**src/rtl/dmx_pkg.sv**
```systemverilog
package dmx_pkg;

    // Controller states of the response register
    typedef enum logic {
        ST_IDLE = 1'b0,
        ST_DONE = 1'b1
    } dmx_state_e;

    // Physical space selected by a map word outside I/O mode
    typedef enum logic [1:0] {
        SP_UNIFIED = 2'd0,
        SP_INSN    = 2'd1,
        SP_DATA    = 2'd2,
        SP_RSVD    = 2'd3
    } dmx_space_e;

    // Field positions inside a map word; the decoder depends on them
    localparam int IO_FLAG_BIT = 15;
    localparam int SPACE_LO    = 12;
    localparam int SEG_W       = 10;
    localparam int NIB_W       = 4;
    localparam int NIB_N       = 4;
    localparam int NIB_SEL_W   = 2;

    // Address shifts for I/O page choice and data segments
    localparam int IO_SLICE_SH = 12;
    localparam int PAGE_SH     = 16;

    typedef struct packed {
        logic               io_mode;
        dmx_space_e         space;
        logic [SEG_W-1:0]   seg;
    } map_fields_t;

    function automatic map_fields_t split_map(input logic [15:0] w);
        map_fields_t f;
        f.io_mode = w[IO_FLAG_BIT];
        f.space   = dmx_space_e'(w[SPACE_LO +: 2]);
        f.seg     = w[SEG_W-1:0];
        return f;
    endfunction

endpackage

```
**src/rtl/dmx_map_bank.sv**
```systemverilog
module dmx_map_bank #(
    parameter int MAP_N = 4,
    parameter int MAP_W = 16,
    localparam int IDX_W = (MAP_N > 1) ? $clog2(MAP_N) : 1
) (
    input  logic             clk,
    input  logic             rst_n,
    input  logic             we,
    input  logic [IDX_W-1:0] wsel,
    input  logic [MAP_W-1:0] wdata,
    input  logic [IDX_W-1:0] rsel,
    output logic [MAP_W-1:0] rdata
);

    logic [MAP_W-1:0] words [MAP_N];

    // One register per map word; a write lands on the edge, so a
    // request on that same edge reads the previous content.
    for (genvar g = 0; g < MAP_N; g++) begin : g_word
        always_ff @(posedge clk or negedge rst_n) begin
            if (!rst_n) begin
                words[g] <= '0;
            end else if (we && (wsel == IDX_W'(g))) begin
                words[g] <= wdata;
            end
        end
    end

    assign rdata = words[rsel];

endmodule

```
**src/rtl/dmx_len_clip.sv**
```systemverilog
module dmx_len_clip #(
    parameter int LEN_W = 16,
    parameter int BLK_W = 14
) (
    input  logic [BLK_W-1:0] inblk,
    input  logic [LEN_W-1:0] req_len,
    output logic [LEN_W-1:0] grant_len
);

    localparam logic [LEN_W:0] BLOCK = (LEN_W+1)'(1) << BLK_W;

    logic [LEN_W:0] ext_off;
    logic [LEN_W:0] end_pos;
    logic [LEN_W:0] room;

    always_comb begin
        ext_off = (LEN_W+1)'(inblk);
        end_pos = ext_off + {1'b0, req_len};
        room    = BLOCK - ext_off;
        if (end_pos > BLOCK) begin
            grant_len = room[LEN_W-1:0];
        end else begin
            grant_len = req_len;
        end
    end

endmodule

```
**src/rtl/dmx_space_decode.sv**
```systemverilog
module dmx_space_decode
    import dmx_pkg::*;
#(
    parameter int          ADDR_W   = 32,
    parameter int          BLK_W    = 14,
    parameter int          IDX_W    = 2,
    parameter logic [31:0] UNI_BASE = 32'h0000_0000,
    parameter logic [31:0] INS_BASE = 32'h0100_0000,
    parameter logic [31:0] DAT_BASE = 32'h0200_0000,
    parameter logic [31:0] IO_WIN   = 32'h0000_C000
) (
    input  logic [15:0]       map_word,
    input  logic [IDX_W-1:0]  idx,
    input  logic [BLK_W-1:0]  inblk,
    output logic [ADDR_W-1:0] phys,
    output logic              bad_space
);

    map_fields_t          fld;
    logic [ADDR_W-1:0]    off_x;
    logic [ADDR_W-1:0]    seg_x;
    logic [ADDR_W-1:0]    idx_x;
    logic [ADDR_W-1:0]    slice;
    logic [NIB_SEL_W-1:0] nib_sel;
    logic [NIB_W-1:0]     page;

    always_comb begin
        fld     = split_map(map_word);
        off_x   = ADDR_W'(inblk);
        seg_x   = ADDR_W'(fld.seg);
        idx_x   = ADDR_W'(idx);
        // page slot = (in-block offset / 0x1000) mod 4
        slice   = off_x >> IO_SLICE_SH;
        nib_sel = slice[NIB_SEL_W-1:0];
        page    = map_word[(NIB_N - 1 - int'(nib_sel)) * NIB_W +: NIB_W];
    end

    always_comb begin
        phys      = '0;
        bad_space = 1'b0;
        if (fld.io_mode) begin
            phys = ADDR_W'(DAT_BASE) + (ADDR_W'(page) << PAGE_SH)
                 + ADDR_W'(IO_WIN) + off_x;
        end else begin
            unique case (fld.space)
                SP_UNIFIED: phys = ADDR_W'(UNI_BASE) + (seg_x << BLK_W) + off_x;
                SP_INSN:    phys = ADDR_W'(INS_BASE) + (seg_x << BLK_W) + off_x;
                SP_DATA:    phys = ADDR_W'(DAT_BASE) + (seg_x << PAGE_SH)
                                 + (idx_x << BLK_W) + off_x;
                SP_RSVD:    bad_space = 1'b1;
            endcase
        end
    end

endmodule

```
**src/rtl/dmx_translator.sv**
```systemverilog
module dmx_translator
    import dmx_pkg::*;
#(
    parameter int OFF_W  = 24,
    parameter int LEN_W  = 16,
    parameter int ADDR_W = 32,
    parameter int BLK_W  = 14,
    parameter int MAP_N  = 4,
    parameter int MAP_W  = 16
) (
    input  logic              clk,
    input  logic              rst_n,
    input  logic              req_valid,
    input  logic [OFF_W-1:0]  req_off,
    input  logic [LEN_W-1:0]  req_len,
    input  logic              map_we,
    input  logic [1:0]        map_sel,
    input  logic [MAP_W-1:0]  map_wdata,
    output logic              rsp_valid,
    output logic [ADDR_W-1:0] rsp_addr,
    output logic [LEN_W-1:0]  rsp_len,
    output logic              rsp_fault
);

    localparam int IDX_W = (MAP_N > 1) ? $clog2(MAP_N) : 1;
    localparam logic [OFF_W:0] LIMIT = (OFF_W+1)'(MAP_N) << BLK_W;

    // Request split
    logic              out_of_range;
    logic [IDX_W-1:0]  idx;
    logic [BLK_W-1:0]  inblk;
    logic [MAP_W-1:0]  map_word;
    logic [ADDR_W-1:0] dec_addr;
    logic              dec_bad;
    logic [LEN_W-1:0]  clip_len;
    logic              any_fault;

    assign out_of_range = ({1'b0, req_off} >= LIMIT);
    assign idx          = req_off[BLK_W +: IDX_W];
    assign inblk        = req_off[BLK_W-1:0];

    dmx_map_bank #(
        .MAP_N (MAP_N),
        .MAP_W (MAP_W)
    ) u_bank (
        .clk   (clk),
        .rst_n (rst_n),
        .we    (map_we),
        .wsel  (IDX_W'(map_sel)),
        .wdata (map_wdata),
        .rsel  (idx),
        .rdata (map_word)
    );

    dmx_space_decode #(
        .ADDR_W (ADDR_W),
        .BLK_W  (BLK_W),
        .IDX_W  (IDX_W)
    ) u_dec (
        .map_word  (map_word),
        .idx       (idx),
        .inblk     (inblk),
        .phys      (dec_addr),
        .bad_space (dec_bad)
    );

    dmx_len_clip #(
        .LEN_W (LEN_W),
        .BLK_W (BLK_W)
    ) u_clip (
        .inblk     (inblk),
        .req_len   (req_len),
        .grant_len (clip_len)
    );

    assign any_fault = out_of_range | dec_bad;

    // Controller: state register, next-state logic, output registers
    dmx_state_e st_q, st_d;

    always_ff @(posedge clk or negedge rst_n) begin
        if (!rst_n) begin
            st_q <= ST_IDLE;
        end else begin
            st_q <= st_d;
        end
    end

    always_comb begin
        st_d = st_q;
        unique case (st_q)
            ST_IDLE: st_d = req_valid ? ST_DONE : ST_IDLE;   // req_accept / req_none
            ST_DONE: st_d = req_valid ? ST_DONE : ST_IDLE;   // req_chain / req_none
        endcase
    end

    always_ff @(posedge clk or negedge rst_n) begin
        if (!rst_n) begin
            rsp_addr  <= '0;
            rsp_len   <= '0;
            rsp_fault <= 1'b0;
        end else if (req_valid) begin
            rsp_fault <= any_fault;
            rsp_addr  <= any_fault ? '0 : dec_addr;
            rsp_len   <= any_fault ? '0 : clip_len;
        end
    end

    assign rsp_valid = (st_q == ST_DONE);

endmodule

```
**config.mk**
```make
export PLATFORM = sky130hd
export DESIGN_NAME = dmx_translator
export DESIGN_NICKNAME = d
export VERILOG_FILES = /design/src/rtl/dmx_pkg.sv /design/src/rtl/dmx_map_bank.sv /design/src/rtl/dmx_len_clip.sv /design/src/rtl/dmx_space_decode.sv /design/src/rtl/dmx_translator.sv
export SDC_FILE = /design/constraint.sdc
export NUM_CORES = 1
export LEC_CHECK = 0
export BUFFER_PORTS_ARGS = -buffer_cell sky130_fd_sc_hd__buf_2
export CAP_MARGIN = 20
export CORE_MARGIN = 1
export CORE_UTILIZATION = 56
export DETAILED_ROUTE_END_ITERATION = 10
export GPL_TIMING_DRIVEN = 0
export PLACE_DENSITY = 0.87
export SETUP_SLACK_MARGIN = 0.2
export SYNTH_ARGS = -nofsm -noshare
export SYNTH_HDL_FRONTEND = slang
export SYNTH_SLANG_ARGS = --single-unit
```
**constraint.sdc**
```tcl
create_clock -name clk -period 2.8 [get_ports clk]
set_clock_uncertainty 0.2 [all_clocks]
set_input_delay 0.14 -clock clk [delete_from_list [all_inputs] [get_ports clk]]
set_output_delay 0.14 -clock clk [all_outputs]
set_load 0.1 [all_outputs]
```
==> impl_metrics.yaml, run 1 <==
clock_network:
  cts_max_path_buffers: 2
  ctsHtreeMaxLevel: 3
  ctsRootBufferMaster: "clkbuf_8"
  clk_pin_slew_ns: 0.10
  clock-sinks: 109
  cts_tree: "done"
  clkLatencyLatePin_ns: 0.38
  cts_buffers: 9
synth:
  synth-main-ff-cell: "dfrtp_1"
  syn_area_um2: 6030
  yosysSeqAreaShare: 0.452
  synth_edf_count: 0
  ys_ff_latch: 109
  avgSynthCellArea_um2: 10.9
  ys_warn_count: 0
  yosysUniqueCellTypes: 56
  async_reset_ff_frac: 1.00
  synthCells: 552
flow_run:
  cap_viol_max_count: 0
final_layout:
  stdcell_count: 870
  n_antenna_cell: 0
  drive_gt1_frac: 0.362
  final_area_um2: 7700
  area_delta_synth_final_pct: 27.8
  final_nets: 808
  fillers: 720
worst_setup_path:
  ff2ff_path_depth: 7
  ff2ff_setup_slack_ns: 0.34
  critPathLaunch: "req_off[0]"
  path_class: "in -> reg"
  cp.required_ns: 2.86
  r2r-start: "u_bank.words[29]$_DFFE_PN0P_"
  cp.arrival_ns: 2.72
  r2r_end: "rsp_len[6]$_DFFE_PN0P_"
  critPathCaptureType: "flip-flop"
  worstPathMaxFanout: 10
  endpoint: "rsp_len[12]$_DFFE_PN0P_"
  crit_path_start_kind: "primary input"
detailed_routing:
  drt-wirelength-per-cell_um: 19.2
  ant_nets: 0
  drtIter0Drc: 413
  routed_wirelength_mm: 16.7
  first_pass_iters: 5
  drc: 0
  via_count: 5182
  via_per_inst: 5.96
die:
  num_rows: 37
  die_w_um: 106
  core_area_um2: 10400
  start_util: 0.581
  io_pins: 112
  die_y_um: 106
  die_area_um2: 11200
min_path:
  hp-class: "in -> reg"
timing:
  slew_headroom: 0.561
  hold_viol: 0
  timing.fmax_mhz: 376
  worst_pin_slew_ns: 0.658
  grt_setup_unrepaired: "yes"
  fin_hold_ws_ns: 0.0388
  final.min_clock_period_ns: 2.66
  tns_ns: 0
  min_period_over_period: 0.951
  fin_ws_ns: 0.138
  finalSetupViolations: 0
  slew_violations: 0
placed_design:
  io_buffers: 104
  post-dp-hpwl_mm: 11.3
  placement.cell_area_um2: 6780
  gp_congestion: 0.948
  post-place-ws_ns: -0.377
  dp.cells: 797
status:
  outcome: "finished, final reports clean"
pwr:
  leakage_nw: 3.38
  ir_drop_v: 0.000373
  powerDensity_nw_per_um2: 501
grt:
  grt-ovfl-total: 0
  grtUsageTotal: 0.305
  grt_max_degree: 65
  grt_pass1_vias: 5350
  grt_pass1_wl_mm: 26.4
  antenna_found_initial: 0
## placed cells by master, fill, tap and decap left out, types with 7 or more instances in the layout
| cell | n |
|---|---|
| a21oi_1 | 8 |
| a22oi_1 | 7 |
| a41oi_1 | 10 |
| buf_2 | 104 |
| buf_4 | 15 |
| clkbuf_1 | 16 |
| clkbuf_8 | 10 |
| dfrtp_1 | 109 |
| dlygate4sd3_1 | 46 |
| ha_1 | 9 |
| inv_1 | 36 |
| mux2_2 | 65 |
| mux4_2 | 17 |
| nand2_1 | 50 |
| nand3_1 | 9 |
| nor2_1 | 18 |
| nor2b_1 | 15 |
| nor3_1 | 7 |
| o21ai_0 | 34 |
| o21ai_1 | 12 |
| xnor2_1 | 12 |
## synth_stat cells (10+ instances only)
| cell | count | area [um2] |
|---|---|---|
| nor2b_1 | 15 | 93.8 |
| inv_1 | 36 | 135 |
| ha_1 | 15 | 188 |
| nand2_1 | 51 | 191 |
| xnor2_1 | 12 | 105 |
| mux2_2 | 65 | 732 |
| clkbuf_1 | 21 | 78.8 |
| mux4_2 | 17 | 383 |
| a21oi_1 | 11 | 55.1 |
| dfrtp_1 | 109 | 2730 |
| o21ai_1 | 10 | 50.1 |
| a41oi_1 | 14 | 123 |
| nor2_1 | 18 | 67.6 |
| o21ai_0 | 41 | 205 |
## flip-flops by register name, indices dropped and copies added, names as in the netlist
register      flops
rsp_addr         27
rsp_fault         1
rsp_len          16
rsp_valid         1
u_bank.words     64
## stage by stage
| stage | util | power (mW) |
|---|---|---|
| floorplan | - | 2.51 |
| global placement | 0.651 | 2.74 |
| detailed placement | 0.654 | 2.81 |
| CTS | 0.728 | 3.81 |
| global route | 0.743 | 4.03 |
| finish | 0.743 | 3.86 |
## report_power, final
group | total (mW) | internal, mW | switching (mW)
clock network | 0.913 | 0.355 | 0.558
logic | 1.10 | 0.529 | 0.572
registers | 1.84 | 1.75 | 0.0918
total | 3.86 | 2.63 | 1.22
## repair_timing
item | in CTS | in global routing
hold endpoints to repair | 137 | 0
cloned | 1 | 0
gates resized for setup | 17 | 39
endpoints found under the setup margin | 19 | 19
pin swaps | 11 | 10
buffers inserted | 6 | 4
hold buffers | 46 | 0
## cells by family after synthesis
kind of cell	synth area share
compound gates	0.145
simple gates	0.101
flops	0.452
mux	0.193
buf+inv	0.0482
xor+xnor	0.0247
fa+ha+maj	0.0345
other cells	0.000622
## layer usage
metal | vias to the layer above | GRT usage | routed length, um
li1 | 2369 | - | -
met1 | 2567 | 0.371 | 6660
met2 | 204 | 0.541 | 8670
met3 | 42 | 0.0414 | 925
met4 | 0 | 0.133 | 452
met5 | - | 0 | 0
## worst min-delay path by stage
stage                                   endpoint        from  depth (start not counted)  slack (ns)
CTS                       rsp_len[5]$_DFFE_PN0P_  req_off[0]                          6        0.01
finish              u_bank.words[61]$_DFFE_PN0P_  map_sel[1]                          3        0.04
floorplan                rsp_addr[0]$_DFFE_PN0P_       rst_n                          0       -0.36
detailed placement  u_bank.words[26]$_DFFE_PN0P_       rst_n                          1      -0.004
global placement             rsp_valid$_DFF_PN0_   req_valid                          1        0.20
global route             rsp_len[10]$_DFFE_PN0P_  req_off[9]                          5        0.05
## final cells by class
type,count,area [um2],area share
Timing Repair Buffer,163,1120,0.146
Inverter,36,135,0.0175
Tap cell,136,170,0.0221
Clock inverter,5,41.3,0.00536
Sequential cell,109,2730,0.354
Multi-Input combinational cell,379,3200,0.416
Buffer,32,168,0.0218
Clock buffer,10,138,0.0179
## worst max-delay path, cell delays in order
cell	delay (ns)
buf_8	0.11
ha_4	0.16
fa_2	0.37
a211oi_4	0.31
o21bai_1	0.12
a21o_1	0.21
a311oi_2	0.35
a2111oi_2	0.09
a41o_2	0.33
buf_6	0.16
a41oi_1	0.27
o21ai_1	0.12
No activity file was read; power rests on OpenSTA's default activity.
==> run 2, diff against run 1 <==
ABC_AREA = 1   (was unset)
CORE_UTILIZATION = 57   (was 56)
PLACE_DENSITY = 0.88   (was 0.87)
==> impl_metrics.yaml, run 2 <==
final_layout:
  drive_gt1_frac: 0.169
  final_cell_mix: "285 x nand2_1, 111 x buf_2, 109 x dfrtp_1"
  largest_register_ffs: 64
  area_delta_synth_final_pct: 23.1
  final_common_cell: "nand2_1"
  largestRegisters: "u_bank.words (64), rsp_addr (27), rsp_len (16)"
  final_nets: 1137
  n_antenna_cell: 0
  regMostFlops: "u_bank.words"
timing:
  slew_violations: 0
  timing.fmax_mhz: 416
  hold_viol: 0
  finalSetupViolations: 0
  grt_setup_unrepaired: "no"
  fin_hold_ws_ns: 0.0168
  slew_headroom: 0.474
  min_period_over_period: 0.859
  fin_ws_ns: 0.395
  tns_ns: 0
  worst_pin_slew_ns: 0.789
  final.min_clock_period_ns: 2.41
worst_setup_path:
  crit_family: "simple AND/OR/NAND/NOR gates"
  path_class: "in -> reg"
  slowest_stage: "fa_1"
  critPathCaptureType: "flip-flop"
  cp.required_ns: 2.84
  cp.arrival_ns: 2.45
  worstPathMaxFanout: 5
  max_stage_delay_ns: 0.43
  crit_chain: "buf_2 > ha_1 > fa_1 > nand2_1 > nand2_2 > nand3_1 > nand2_1 > nand2_1 > nand2_1 > nand2_1 > nand2_1 > a21boi_4 > buf_4 > nand3_1 > nand3_1 > nand2_1"
  path_common_cell: "nand2_1"
  crit_path_start_kind: "primary input"
  path_buf_inv: 2
detailed_routing:
  ant_nets: 0
  routed_wirelength_mm: 19.0
  drt-wirelength-per-cell_um: 15.8
  via_per_inst: 5.60
  via_count: 6742
  drc: 0
  drtIter0Drc: 729
  first_pass_iters: 5
clock_network:
  clock-sinks: 109
  clkLatencyLatePin_ns: 0.36
  ctsHtreeMaxLevel: 3
  cts_max_path_buffers: 2
  cts_tree: "done"
  clk_pin_slew_ns: 0.07
  cts_buffers: 9
  ctsRootBufferMaster: "clkbuf_16"
synth:
  yosysUniqueCellTypes: 46
  synth-main-ff-cell: "dfrtp_1"
  synth_top_area_share: 0.419
  synth_edf_count: 0
  synth_area_leaders: "dfrtp_1 42%, nand2_1 16%, nand3_1 6.6%"
  ys_ff_latch: 109
  yosys.area.top_type: "dfrtp_1"
  synth_common_cells: "285 x nand2_1, 109 x dfrtp_1, 98 x inv_1"
  async_reset_ff_frac: 1.00
  synthCells: 891
  syn_area_um2: 6510
  ys_warn_count: 0
  yosysSeqAreaShare: 0.419
  synth_most_common_cell: "nand2_1"
  avgSynthCellArea_um2: 7.30
min_path:
  hp-class: "in -> reg"
die:
  num_rows: 38
  die_y_um: 109
  io_pins: 112
  die_w_um: 109
  die_area_um2: 11900
  start_util: 0.593
  core_area_um2: 11000
grt:
  grt_pass1_wl_mm: 30.2
  antenna_found_initial: 0
  grtUsageTotal: 0.334
  grt-ovfl-total: 0
  grt_pass1_vias: 6338
  grt_max_degree: 63
placed_design:
  post-dp-hpwl_mm: 13.4
  io_buffers: 105
  post-place-ws_ns: 0.0102
  gp_congestion: 0.942
status:
  outcome: "finished, final reports clean"
pwr:
  p_total_mw: 4.04
  powerDensity_nw_per_um2: 504
  leakage_nw: 4.36
  ir_drop_v: 0.000475
flow_run:
  cap_viol_max_count: 0
-- run 2: kinds of logic (layout without fill, tap and decap cells) --
group,Yosys count,in the layout,synth area share
AO/OA/AOI/OAI,149,149,0.136
adder cells (fa/ha/maj),16,16,0.0319
AND/OR/NAND/NOR,457,457,0.300
flip-flops,109,109,0.419
buffers and inverters,148,317,0.0977
XOR/XNOR,11,11,0.0148
other,1,5,0.000576
-- run 2: layer usage --
layer,track usage,vias to the layer above,share of wire,wire length (um)
li1,-,3210,-,-
met1,0.427,3149,0.41,7840
met2,0.557,343,0.48,9120
met3,0.0669,40,0.083,1580
met4,0.132,0,0.025,481
met5,0,-,0,0
-- run 2: worst paths after layout --
check / from / endpoint / cells past startpoint / slack, ns
worst max-delay path: req_off[0] / rsp_len[1]$_DFFE_PN0P_ / 16 / 0.39
worst min register to register: rsp_len[0]$_DFFE_PN0P_ / rsp_len[0]$_DFFE_PN0P_ / 2 / 0.28
min in group asynchronous: rst_n / rsp_len[15]$_DFFE_PN0P_ / 2 / 0.21
max in group asynchronous: rst_n / u_bank.words[25]$_DFFE_PN0P_ / 3 / 1.49
worst min-delay path: req_off[23] / rsp_addr[17]$_DFFE_PN0P_ / 6 / 0.02
worst max register to register: u_bank.words[45]$_DFFE_PN0P_ / rsp_addr[20]$_DFFE_PN0P_ / 9 / 0.51
-- run 2: tightest hold or removal path: stages --
cell and delay (ns):
buf_2 0.07, nor2_1 0.04, nand2_1 0.05, nor4_1 0.04, nand3_2 0.11, o31ai_1 0.08
-- run 2: power by group --
part	leakage (nW)	switching (mW)	internal (mW)
logic	2.81	0.645	0.362
registers	1.42	0.0857	1.72
clock network	0.137	0.601	0.620
total	4.36	1.33	2.70
-- run 2: metrics by stage --
step                       util  std cells  cell area (um2)
final                     0.729       1204             8010
after detailed placement  0.661       1141             7250
after floorplan               -        895             6520
after CTS                 0.727       1202             7990
after global routing      0.729       1204             8010
after global placement    0.658       1140             7220
-- run 2: area by class of cell --
cell class | count | area [um2]
inverters | 109 | 410
clock buffers | 10 | 229
well taps | 140 | 175
repair buffers | 153 | 1020
clock inverters | 6 | 52.6
flip-flops and latches | 109 | 2730
multi-input cells | 638 | 3170
fillers | 827 | 2970
plain buffers | 39 | 225
-- run 2: timing repair --
item,in CTS,in global routing
hold buffers,45,0
setup buffers,0,2
endpoints found under the hold margin,151,0
setup endpoints to repair,0,9
resized for setup,0,2
==> run 3, diff against run 2 <==
BUFFER_PORTS_ARGS = unset   (was -buffer_cell sky130_fd_sc_hd__buf_2)
CORE_UTILIZATION = 60   (was 57)
CTS_BUF_LIST = sky130_fd_sc_hd__clkbuf_4 sky130_fd_sc_hd__clkbuf_8 sky130_fd_sc_hd__clkbuf_16   (was unset)
DONT_BUFFER_PORTS = 1   (was unset)
PLACE_DENSITY = 0.83   (was 0.88)
==> impl_metrics.yaml, run 3 (synthesis gave the netlist of run 2 again) <==
die:
  core_area_um2: 10400
  die_area_um2: 11300
  io_pins: 112
  num_rows: 37
  start_util: 0.625
  die_w_um: 106
  die_y_um: 106
clock_network:
  cts_max_path_buffers: 2
  cts_resized: 0
  post_cts_buffers: 0
  holdBufCountCts: 56
  ctsHtreeMaxLevel: 3
  cts_tree: "done"
  clock-sinks: 109
  clkLatencyLatePin_ns: 0.38
  clk_pin_slew_ns: 0.10
  ctsRootBufferMaster: "clkbuf_8"
  cts_buffers: 9
timing:
  slew_headroom: 0.364
  fin_hold_ws_ns: -0.752
  final.min_clock_period_ns: 2.41
  grt_setup_unrepaired: "no"
  min_period_over_period: 0.862
  tns_ns: 0
  worst_pin_slew_ns: 0.955
  finalSetupViolations: 0
  timing.fmax_mhz: 414
  slew_violations: 0
  hold_viol: 109
grt:
  grt_max_degree: 110
  grt_pass1_vias: 5909
  grtUsageTotal: 0.332
  antenna_found_initial: 0
  grt_pass1_wl_mm: 29.3
  grt-ovfl-total: 0
detailed_routing:
  first_pass_iters: 5
  drt-wirelength-per-cell_um: 16.4
  drc: 0
  ant_nets: 0
  via_count: 6232
  routed_wirelength_mm: 18.1
  drtIter0Drc: 704
  via_per_inst: 5.65
pwr:
  powerDensity_nw_per_um2: 488
  internal_power_mw: 2.40
  switchingPower_mw: 1.23
  ir_drop_v: 0.000364
  power_frac_comb: 0.246
  leakage_nw: 3.86
  pwr-share-seq: 0.502
  switching_share: 0.338
  pwr-share-clk: 0.252
worst_setup_path:
  r2r-start: "u_bank.words[45]$_DFFE_PN0P_"
  path_class: "in -> reg"
  crit_path_start_kind: "primary input"
  critPathCaptureType: "flip-flop"
  ff2ff_path_depth: 9
  ff2ff_setup_slack_ns: 0.56
  worstPathMaxFanout: 10
  cp.required_ns: 2.90
  cp.arrival_ns: 2.52
  r2r_end: "rsp_addr[20]$_DFFE_PN0P_"
final_layout:
  largest_register_ffs: 64
  stdcell_count: 1103
  final_cell_mix: "285 x nand2_1, 109 x dfrtp_1, 98 x inv_1"
  area_delta_synth_final_pct: 14.3
  final_area_um2: 7440
  regMostFlops: "u_bank.words"
  largestRegisters: "u_bank.words (64), rsp_addr (27), rsp_len (16)"
  final_common_cell: "nand2_1"
  final_nets: 1040
  drive_gt1_frac: 0.0745
  fin_util: 0.714
  n_antenna_cell: 0
placed_design:
  io_buffers: 0
  gp_congestion: 0.918
  placement.cell_area_um2: 6690
  post-dp-hpwl_mm: 12.7
  dp.cells: 1031
min_path:
  hp-class: "in -> async"
status:
  violations: "negative hold slack"
  outcome: "complete, but fails checks"
flow_run:
  cap_viol_max_count: 0
run 3: cell count changes in the layout (fill, tap and decap cells not counted), moves of 3 or more:
cell,previous run,this run
clkbuf_8,0,9
buf_4,10,7
dlygate4sd3_1,46,57
buf_2,111,7
inv_6,1,4
clkbuf_16,9,0
run 3: worst max-delay path, cell delays in order:
cell and delay (ns):
dlygate4sd3_1 0.66, clkinv_1 0.24, nor4_1 0.27, dlygate4sd3_1 0.61, nand2_2 0.14, clkbuf_1 0.26, o21ai_1 0.19
run 3: worst max-delay path by stage:
stage | start | end | depth (start not counted)
final | req_valid | rsp_addr[3]$_DFFE_PN0P_ | 7
after global routing | req_valid | rsp_addr[3]$_DFFE_PN0P_ | 7
after CTS | req_valid | rsp_addr[3]$_DFFE_PN0P_ | 7
after detailed placement | req_off[0] | rsp_len[8]$_DFFE_PN0P_ | 16
after global placement | req_off[0] | rsp_len[8]$_DFFE_PN0P_ | 16
after floorplan | req_off[0] | rsp_len[4]$_DFFE_PN0P_ | 16
run 3: per-stage QoR:
step | power (mW) | setup slack [ns]
after floorplan | 2.46 | 0.536
after global placement | 2.62 | 0.128
after detailed placement | 2.64 | 0.0955
after CTS | 3.61 | 0.425
after global routing | 3.82 | 0.211
final | 3.63 | 0.385
run 3: final cells by class:
cell class	count	area, um2
Clock inverter	6	51.3
Sequential cell	109	2730
Fill cell	838	2980
Tap cell	136	170
Multi-Input combinational cell	638	3160
Inverter	109	410
Buffer	39	225
Timing Repair Buffer	56	561
Clock buffer	10	131
run 3: power groups by stage:
stage / clock (mW) / combinational, mW / sequential [mW]
after floorplan: 0 / 0.634 / 1.83
after global placement: 0 / 0.777 / 1.84
after CTS: 0.921 / 0.869 / 1.82
after global routing: 0.982 / 0.998 / 1.84
after detailed placement: 0 / 0.797 / 1.85
final: 0.915 / 0.894 / 1.82
run 3: routing by layer:
metal	share of wire	routed length (um)	global-route usage	vias to the layer above
li1	-	-	-	3007
met1	0.43	7780	0.453	2869
met2	0.45	8180	0.531	326
met3	0.10	1850	0.0809	30
met4	0.015	278	0.0863	0
met5	0	0	0	-
